$ cat config.mk
export PLATFORM = sky130hd
export DESIGN_NAME = slot_hp_ctrl
export DESIGN_NICKNAME = d
export VERILOG_FILES = /design/src/rtl/slot_hp_pkg.sv /design/src/rtl/slot_hp_cfg.sv /design/src/rtl/slot_hp_state.sv /design/src/rtl/slot_hp_irq.sv /design/src/rtl/slot_hp_ctrl.sv
export SDC_FILE = /design/constraint.sdc
export NUM_CORES = 1
export LEC_CHECK = 0
export ABC_AREA = 0
export BUFFER_PORTS_ARGS = -buffer_cell sky130_fd_sc_hd__clkbuf_2
export CAP_MARGIN = 15
export CORE_UTILIZATION = 37
export CTS_CLUSTER_SIZE = 16
export DETAILED_ROUTE_END_ITERATION = 16
export GPL_ROUTABILITY_DRIVEN = 0
export PLACE_DENSITY = 0.82
export SETUP_SLACK_MARGIN = 0.02
export SKIP_CTS_REPAIR_TIMING = 1
export SYNTH_ARGS = -nofsm -noshare
export SYNTH_HDL_FRONTEND = slang
export SYNTH_SLANG_ARGS = --single-unit
$ cat constraint.sdc
create_clock -name clk -period 2.2 [get_ports clk]
set_input_delay 0.44 -clock clk [delete_from_list [all_inputs] [get_ports clk]]
set_output_delay 0.44 -clock clk [all_outputs]
set_load 0.05 [all_outputs]
$ cat src/rtl/slot_hp_pkg.sv
package slot_hp_pkg;
  // bit positions inside the 32-bit dwords seen by software
  localparam int SC_PDCE   = 3;
  localparam int SC_CCIE   = 4;
  localparam int SC_HPIE   = 5;
  localparam int SC_DLLSCE = 12;
  localparam int ST_PDC    = 19;
  localparam int ST_CC     = 20;
  localparam int ST_PDS    = 22;
  localparam int ST_DLLSC  = 24;
  localparam int LS_DLLLA  = 29;
  localparam int CAP_HPS   = 5;
  localparam int CAP_HPC   = 6;
  localparam int CAP_NCCS  = 18;
  localparam int CAP_PSN   = 19;

  typedef struct packed {
    logic dll_en;   // link-state-changed enable
    logic hp_ie;    // hotplug interrupt enable
    logic cc_ie;    // completion interrupt enable (stored only)
    logic pres_en;  // presence-changed enable
  } slot_ctl_t;

  typedef struct packed {
    logic present;
    logic link_up;
    logic pres_chg;
    logic link_chg;
  } slot_st_t;
endpackage

$ cat src/rtl/slot_hp_cfg.sv
module slot_hp_cfg
  import slot_hp_pkg::*;
#(
  parameter int ADDR_W   = 10,
  parameter int CAP_BASE = 'h40,
  parameter int SLOT_NUM = 1
) (
  input  logic              clk,
  input  logic              rst,
  input  logic              wr_en,
  input  logic              rd_en,
  input  logic [ADDR_W-1:0] addr,
  input  logic [3:0]        be,
  input  logic [31:0]       wdata,
  input  slot_st_t          st,
  output slot_ctl_t         ctl,
  output logic              clr_pres_chg,
  output logic              clr_link_chg,
  output logic [31:0]       rdata
);
  localparam logic [ADDR_W-1:0] LNK_IDX = ADDR_W'((CAP_BASE + 16) / 4);
  localparam logic [ADDR_W-1:0] CAP_IDX = ADDR_W'((CAP_BASE + 20) / 4);
  localparam logic [ADDR_W-1:0] CTL_IDX = ADDR_W'((CAP_BASE + 24) / 4);

  logic hit_ctl, hit_cap, hit_lnk;
  logic [31:0] cap_word, ctl_word, lnk_word, rd_mux;
  slot_ctl_t ctl_q;

  assign hit_ctl = (addr == CTL_IDX);
  assign hit_cap = (addr == CAP_IDX);
  assign hit_lnk = (addr == LNK_IDX);

  assign clr_pres_chg = wr_en & hit_ctl & be[ST_PDC/8]   & wdata[ST_PDC];
  assign clr_link_chg = wr_en & hit_ctl & be[ST_DLLSC/8] & wdata[ST_DLLSC];

  always_ff @(posedge clk) begin
    if (rst) begin
      ctl_q <= '0;
    end else if (wr_en && hit_ctl) begin
      if (be[0]) begin
        ctl_q.pres_en <= wdata[SC_PDCE];
        ctl_q.cc_ie   <= wdata[SC_CCIE];
        ctl_q.hp_ie   <= wdata[SC_HPIE];
      end
      if (be[1]) begin
        ctl_q.dll_en  <= wdata[SC_DLLSCE];
      end
    end
  end
  assign ctl = ctl_q;

  always_comb begin
    cap_word = '0;
    cap_word[CAP_HPS]  = 1'b1;
    cap_word[CAP_HPC]  = 1'b1;
    cap_word[CAP_NCCS] = 1'b1;
    cap_word[31:CAP_PSN] = 13'(SLOT_NUM);

    ctl_word = '0;
    ctl_word[SC_PDCE]   = ctl_q.pres_en;
    ctl_word[SC_CCIE]   = ctl_q.cc_ie;
    ctl_word[SC_HPIE]   = ctl_q.hp_ie;
    ctl_word[SC_DLLSCE] = ctl_q.dll_en;
    ctl_word[ST_PDC]    = st.pres_chg;
    ctl_word[ST_CC]     = 1'b0;
    ctl_word[ST_PDS]    = st.present;
    ctl_word[ST_DLLSC]  = st.link_chg;

    lnk_word = '0;
    lnk_word[LS_DLLLA]  = st.link_up;

    if (hit_cap)      rd_mux = cap_word;
    else if (hit_ctl) rd_mux = ctl_word;
    else if (hit_lnk) rd_mux = lnk_word;
    else              rd_mux = '0;
  end

  always_ff @(posedge clk) begin
    if (rst)        rdata <= '0;
    else if (rd_en) rdata <= rd_mux;
  end

  p_ctl_hold_r7: assert property (@(posedge clk) disable iff (rst)
    !(wr_en && hit_ctl) |=> $stable(ctl_q));
endmodule

$ cat src/rtl/slot_hp_state.sv
module slot_hp_state
  import slot_hp_pkg::*;
(
  input  logic     clk,
  input  logic     rst,
  input  logic     evt_add,
  input  logic     evt_remove,
  input  logic     clr_pres_chg,
  input  logic     clr_link_chg,
  output slot_st_t st,
  output logic     ev_ok
);
  logic add_ok, rem_ok;
  slot_st_t st_q;

  assign add_ok = evt_add & ~evt_remove & ~st_q.present;
  assign rem_ok = evt_remove & ~evt_add & st_q.present;
  assign ev_ok  = add_ok | rem_ok;

  always_ff @(posedge clk) begin
    if (rst) begin
      st_q <= '0;
    end else begin
      if (add_ok) begin
        st_q.present <= 1'b1;
        st_q.link_up <= 1'b1;
      end else if (rem_ok) begin
        st_q.present <= 1'b0;
        st_q.link_up <= 1'b0;
      end
      // an event in the same cycle overrides a software clear
      st_q.pres_chg <= ev_ok | (st_q.pres_chg & ~clr_pres_chg);
      st_q.link_chg <= ev_ok | (st_q.link_chg & ~clr_link_chg);
    end
  end
  assign st = st_q;

  p_add_sets_r1: assert property (@(posedge clk) disable iff (rst)
    add_ok |=> (st_q.present && st_q.link_up && st_q.pres_chg && st_q.link_chg));
  p_rem_clears_r2: assert property (@(posedge clk) disable iff (rst)
    rem_ok |=> (!st_q.present && !st_q.link_up && st_q.pres_chg && st_q.link_chg));
  p_w1c_r4: assert property (@(posedge clk) disable iff (rst)
    (clr_pres_chg && !evt_add && !evt_remove) |=> !st_q.pres_chg);
  p_no_stray_fall_r4: assert property (@(posedge clk) disable iff (rst)
    $fell(st_q.link_chg) |-> $past(clr_link_chg));
  p_event_wins_r5: assert property (@(posedge clk) disable iff (rst)
    (ev_ok && clr_pres_chg) |=> st_q.pres_chg);
  p_dup_add_r10: assert property (@(posedge clk) disable iff (rst)
    (evt_add && st_q.present) |=> st_q.present);
  p_both_r10: assert property (@(posedge clk) disable iff (rst)
    (evt_add && evt_remove) |=> $stable(st_q.present));
endmodule

$ cat src/rtl/slot_hp_irq.sv
module slot_hp_irq
  import slot_hp_pkg::*;
(
  input  logic      clk,
  input  logic      rst,
  input  slot_ctl_t ctl,
  input  slot_st_t  st,
  input  logic      ev_ok,
  output logic      msi_req
);
  logic hp_ie_d, pending, replay, ev_fire;

  assign pending = (st.pres_chg & ctl.pres_en) | (st.link_chg & ctl.dll_en);
  assign replay  = ctl.hp_ie & ~hp_ie_d & pending;
  assign ev_fire = ev_ok & ctl.hp_ie & (ctl.pres_en | ctl.dll_en);

  always_ff @(posedge clk) begin
    if (rst) begin
      hp_ie_d <= 1'b0;
      msi_req <= 1'b0;
    end else begin
      hp_ie_d <= ctl.hp_ie;
      msi_req <= ev_fire | replay;
    end
  end

  p_msi_gated_r3: assert property (@(posedge clk) disable iff (rst)
    msi_req |-> $past(ctl.hp_ie));
  p_msi_cause_r9: assert property (@(posedge clk) disable iff (rst)
    msi_req |-> ($past(ev_ok) || !$past(hp_ie_d)));
endmodule

$ cat src/rtl/slot_hp_ctrl.sv
module slot_hp_ctrl
  import slot_hp_pkg::*;
#(
  parameter int ADDR_W   = 10,
  parameter int CAP_BASE = 'h40,
  parameter int SLOT_NUM = 1
) (
  input  logic              clk,
  input  logic              rst,
  input  logic              cfg_wr_en,
  input  logic              cfg_rd_en,
  input  logic [ADDR_W-1:0] cfg_addr,
  input  logic [3:0]        cfg_be,
  input  logic [31:0]       cfg_wdata,
  output logic [31:0]       cfg_rdata,
  input  logic              evt_add,
  input  logic              evt_remove,
  output logic              msi_req
);
  slot_ctl_t ctl;
  slot_st_t  st;
  logic clr_pres_chg, clr_link_chg, ev_ok;

  slot_hp_cfg #(.ADDR_W(ADDR_W), .CAP_BASE(CAP_BASE), .SLOT_NUM(SLOT_NUM)) u_cfg (
    .clk(clk), .rst(rst), .wr_en(cfg_wr_en), .rd_en(cfg_rd_en), .addr(cfg_addr),
    .be(cfg_be), .wdata(cfg_wdata), .st(st), .ctl(ctl),
    .clr_pres_chg(clr_pres_chg), .clr_link_chg(clr_link_chg), .rdata(cfg_rdata));

  slot_hp_state u_state (
    .clk(clk), .rst(rst), .evt_add(evt_add), .evt_remove(evt_remove),
    .clr_pres_chg(clr_pres_chg), .clr_link_chg(clr_link_chg), .st(st), .ev_ok(ev_ok));

  slot_hp_irq u_irq (
    .clk(clk), .rst(rst), .ctl(ctl), .st(st), .ev_ok(ev_ok), .msi_req(msi_req));

  p_cc_clear_r7: assert property (@(posedge clk) disable iff (rst)
    ($past(cfg_rd_en) && ($past(cfg_addr) == ADDR_W'((CAP_BASE + 24) / 4))) |-> !cfg_rdata[ST_CC]);
endmodule

; ---- Yosys cells after proc, flatten, opt, wreduce, memory -nomap -nowiden
; Index checks and enable logic that the tools add are counted.
; Widths: inputs -> output; s select.
[totals]
ff_bits = 42
in_bits = 52
output_inout_bits = 33
elab_cells = 52
[classes]
eq_ne = 3
muxes = 5
bitwise_logic = 29
n_reduce_logical = 4
[ops]
columns = op, n
row1 = $mux 32, 2
row2 = $eq 10x5->1 const B, 3
row3 = $mux 30, 1
row4 = $and 1x1->1, 17
row5 = $not 1->1, 6
row6 = $or 1x1->1, 6
row7 = $mux 2, 2
row8 = $reduce_and 2->1, 2
row9 = $reduce_bool 2->1, 1
row10 = $logic_and 1x1->1, 1

; ---- Longest topological paths before layout
[depth]
depth_word = 7
ltp_mapped = 4

; ---- Cells and area by module
; A second synthesis with hierarchy kept.
[hier_totals]
cells_unflattened = 115
area_unflattened_um2 = 1037.2
[modules_own_cells]
columns = module, n_inst, cells_per_inst, area_each_um2
row1 = slot_hp_cfg, 1, 93, 828.3
row2 = slot_hp_state, 1, 15, 130.1
row3 = slot_hp_irq, 1, 7, 78.8

; ---- Worst setup path after synthesis
; OpenSTA, ideal clock, no wires.
[synth_path]
kind = input port to flip-flop
startpoint = in cfg_addr[7]
endpoint = reg u_cfg.rdata[29]
setup_time_ps = 63
t_arrival_ps = 1661
path_slack_ps = 477
stages = 4
path_buffers = 1
cell_sequence = or4_1 buf_2 nor4b_4 a32o_1
[synth_between]
elab_chain_cells = 4
elab_cells_between_ends = 6
[synth_lines]
columns = element, line_no
row1 = start: declaration, slot_hp_ctrl.sv:12  ; input logic [ADDR_W-1:0] cfg_addr,
row2 = $eq 10x5->1, slot_hp_cfg.sv:31  ; assign hit_lnk = (addr == LNK_IDX);
row3 = $mux 30, slot_hp_cfg.sv:74  ; else if (hit_lnk) rd_mux = lnk_word;
row4 = $mux 32, slot_hp_cfg.sv:73  ; else if (hit_ctl) rd_mux = ctl_word;
row5 = $mux 32 (*), slot_hp_cfg.sv:72  ; if (hit_cap) rd_mux = cap_word;
row6 = end signal: assignment, slot_hp_cfg.sv:80  ; else if (rd_en) rdata <= rd_mux;
row7 = end: declaration, slot_hp_cfg.sv:19  ; output logic [31:0] rdata
; Mark *: on every way between the ends. The rest lies on a longest branch, timed or not.
; A chain may end at the register's enable or synchronous reset.

; ---- Worst setup path in the final report
[layout_path]
startpoint = in cfg_addr[7]
endpoint = reg u_cfg.rdata[12]
[layout_between]
elab_chain_cells = 3
elab_cells_between_ends = 4
[layout_lines]
columns = element, line_no
row1 = $eq 10x5->1, slot_hp_cfg.sv:29  ; assign hit_ctl = (addr == CTL_IDX);
row2 = $mux 32, slot_hp_cfg.sv:73
row3 = $mux 32 (*), slot_hp_cfg.sv:72
; Marked as above.

==> results.yml <==
timing:
  fin_ws_ns: 0.503
  finalSetupTns_ns: 0
  period_minus_slack_ns: 1.70
  rsz0062_at_grt: "no"
  worstMarginPinSlew_ns: 0.549
  timing.final.setup_violations: 0
  hold_viol: 0
  slew_violations: 0
  post-route-period-util: 0.771
  finClkSkew_ns: 0.00383
  clock.fmax_ghz: 0.589
  relSlewSlack: 0.633
placement:
  dpl.hpwl_mm: 1.65
  dp_cells: 168
  post-place-ws_ns: 0.199
  portBuffers: 36
die:
  die_h_um: 53.6
  rows: 18
  die_width_um: 53.6
  die_area_um2: 2870
  initial_core_util: 0.393
  fp.coreArea_um2: 2500
  io_pins: 85
synthesis:
  yosysUniqueCellTypes: 31
  synth_edf_count: 0
  netlist.top_cell.by_area: "dfxtp_1"
  async_reset_ff_frac: 0
  avgSynthCellArea_um2: 9.37
  yosys_warnings: 0
  synth_ff_type: "dfxtp_1"
  netlist.area_leader.share: 0.366
  synthTopCellsByArea: "dfxtp_1 37%, buf_4 18%, a32o_1 5.1%, a21oi_1 4.1%, nand4_1 3.2%"
  syn_area_um2: 983
  synth_cells: 105
  synth-seq-cells: 18
  synth-seq-area-share: 0.366
clocking:
  cts_tree: "done"
  cts_made_buffers: 3
  insertion_delay_ns: 0.29
  clk_pin_slew_ns: 0.10
  cts_root_buffer: "clkbuf_4"
  cts_htree_levels: 1
  cts.sinks: 18
  clockBufferDepth: 2
detailed_routing:
  initialDrtViolationCount: 25
  route.detailed.drc: 0
  viasPerCell: 5.19
  detail-route-antenna-nets: 0
  dr_total_vias: 892
  firstDrtPassIters: 4
  wl_per_cell_um: 12.1
  wl_mm: 2.08
critical_path:
  cp_max_fo: 8
  critPathLaunchType: "primary input"
  critical_path_buf_inv_count: 1
  cpPeakStageDelay_ns: 0.67
  critPathSlowestCell: "or4_1"
  path_delay_family: "simple AND/OR/NAND/NOR gates"
  critPathArrivalTime_ns: 1.93
  r2r_cells: 3
  end_kind: "flip-flop"
  crit_chain: "clkbuf_2 > or4_1 > nor4b_4 > a32o_1"
  path_class: "in2reg"
  cp_num_cells: 4
  worstPathRequired_ns: 2.44
global_routing:
  grt_max_degree: 12
  grt_pass1_wl_mm: 3.19
  grt_pass1_vias: 750
  track_usage: 0.154
  antenna_found_initial: 0
  overflow: 0
power:
  power_leakage_nw: 0.530
  power_uw: 682
  ir_drop_uv: 445
  pwr_density_cell_nw_per_um2: 595
outcome:
  status: "finished clean"
cells_and_area:
  nets: 195
  layout_commonest_cell: "clkbuf_2"
  layout_common_cells: "36 x clkbuf_2, 22 x conb_1, 18 x dfxtp_1"
  final_util: 0.458
  area_growth_pct: 16.5
  drive_gt1_frac: 0.317
  antenna-diode-count: 0
  fin_cells: 172
hold_path:
  hold_depth: 3
  min_path_type: "in2reg"
flow_run:
  cap_violations: 0
report_power, final:
group / switching (mW) / total (mW) / leakage [nW] / internal, mW
logic: 0.116 / 0.146 / 0.363 / 0.0308
clock network: 0.100 / 0.201 / 0.0210 / 0.101
registers: 0.00454 / 0.334 / 0.146 / 0.330
total: 0.220 / 0.682 / 0.530 / 0.461
through the flow:
| step | area, um^2 | hold slack (ns) |
|---|---|---|
| 2_1_floorplan | 1060 | 0.439 |
| 3_3_place_gp | 1110 | 0.452 |
| 3_5_place_dp | 1110 | 0.458 |
| 4_1_cts | 1150 | 0.373 |
| 5_1_grt | 1150 | 0.361 |
| 6_report | 1150 | 0.379 |
flip-flops by register name, indices dropped and copies added, names as in the netlist:
name,flops
u_irq.msi_req,1
u_state.st,3
u_cfg.ctl,4
u_cfg.rdata,9
u_irq.hp_ie_d,1
cells by family after synthesis:
group,count (synthesis),share of synthesized area
compound gates,28,0.209
buf+inv,30,0.204
flops,18,0.366
other cells,1,0.00381
simple gates,28,0.218
final cells by class:
type / count / area (um^2)
fill: 241 / 1350
tap: 30 / 37.5
multi-input combinational: 78 / 502
timing repair buffer: 38 / 195
sequential: 18 / 360
inverter: 4 / 15.0
clock buffer: 4 / 36.3
cells in the mapped netlist, types with 2 or more instances:
library cell and n:
nand4_1 5, dfxtp_1 18, nand2b_1 3, buf_4 23
nor2b_1 3, a21oi_1 8, and4b_1 2, nor2_1 2
a22o_1 3, o31ai_1 3, nand4b_1 3, clkbuf_1 2
and2_1 2, a21o_1 2, inv_1 4, a31oi_1 2
a32o_1 5, o41ai_1 2
worst min-delay path: stages:
cell and delay, ns:
clkbuf_2 0.08, nand4_1 0.06, a21oi_1 0.06
final timing paths:
path	startpoint	slack [ns]	endpoint
setup reg to reg	u_state.st[2]	0.95	u_state.st[1]
hold / removal	cfg_wdata[4]	0.38	u_cfg.ctl[1]
hold reg to reg	u_cfg.rdata[3]	0.48	u_cfg.rdata[3]
setup / recovery	cfg_addr[7]	0.50	u_cfg.rdata[12]
routing by layer:
metal	track usage	vias to the layer above	part of all wire
met1	0.184	422	0.43
met2	0.265	49	0.49
met3	0.0508	0	0.084
met4	0.0395	0	0
li1	-	421	-
met5	0	-	0
Power figures use the tool's default switching activity.
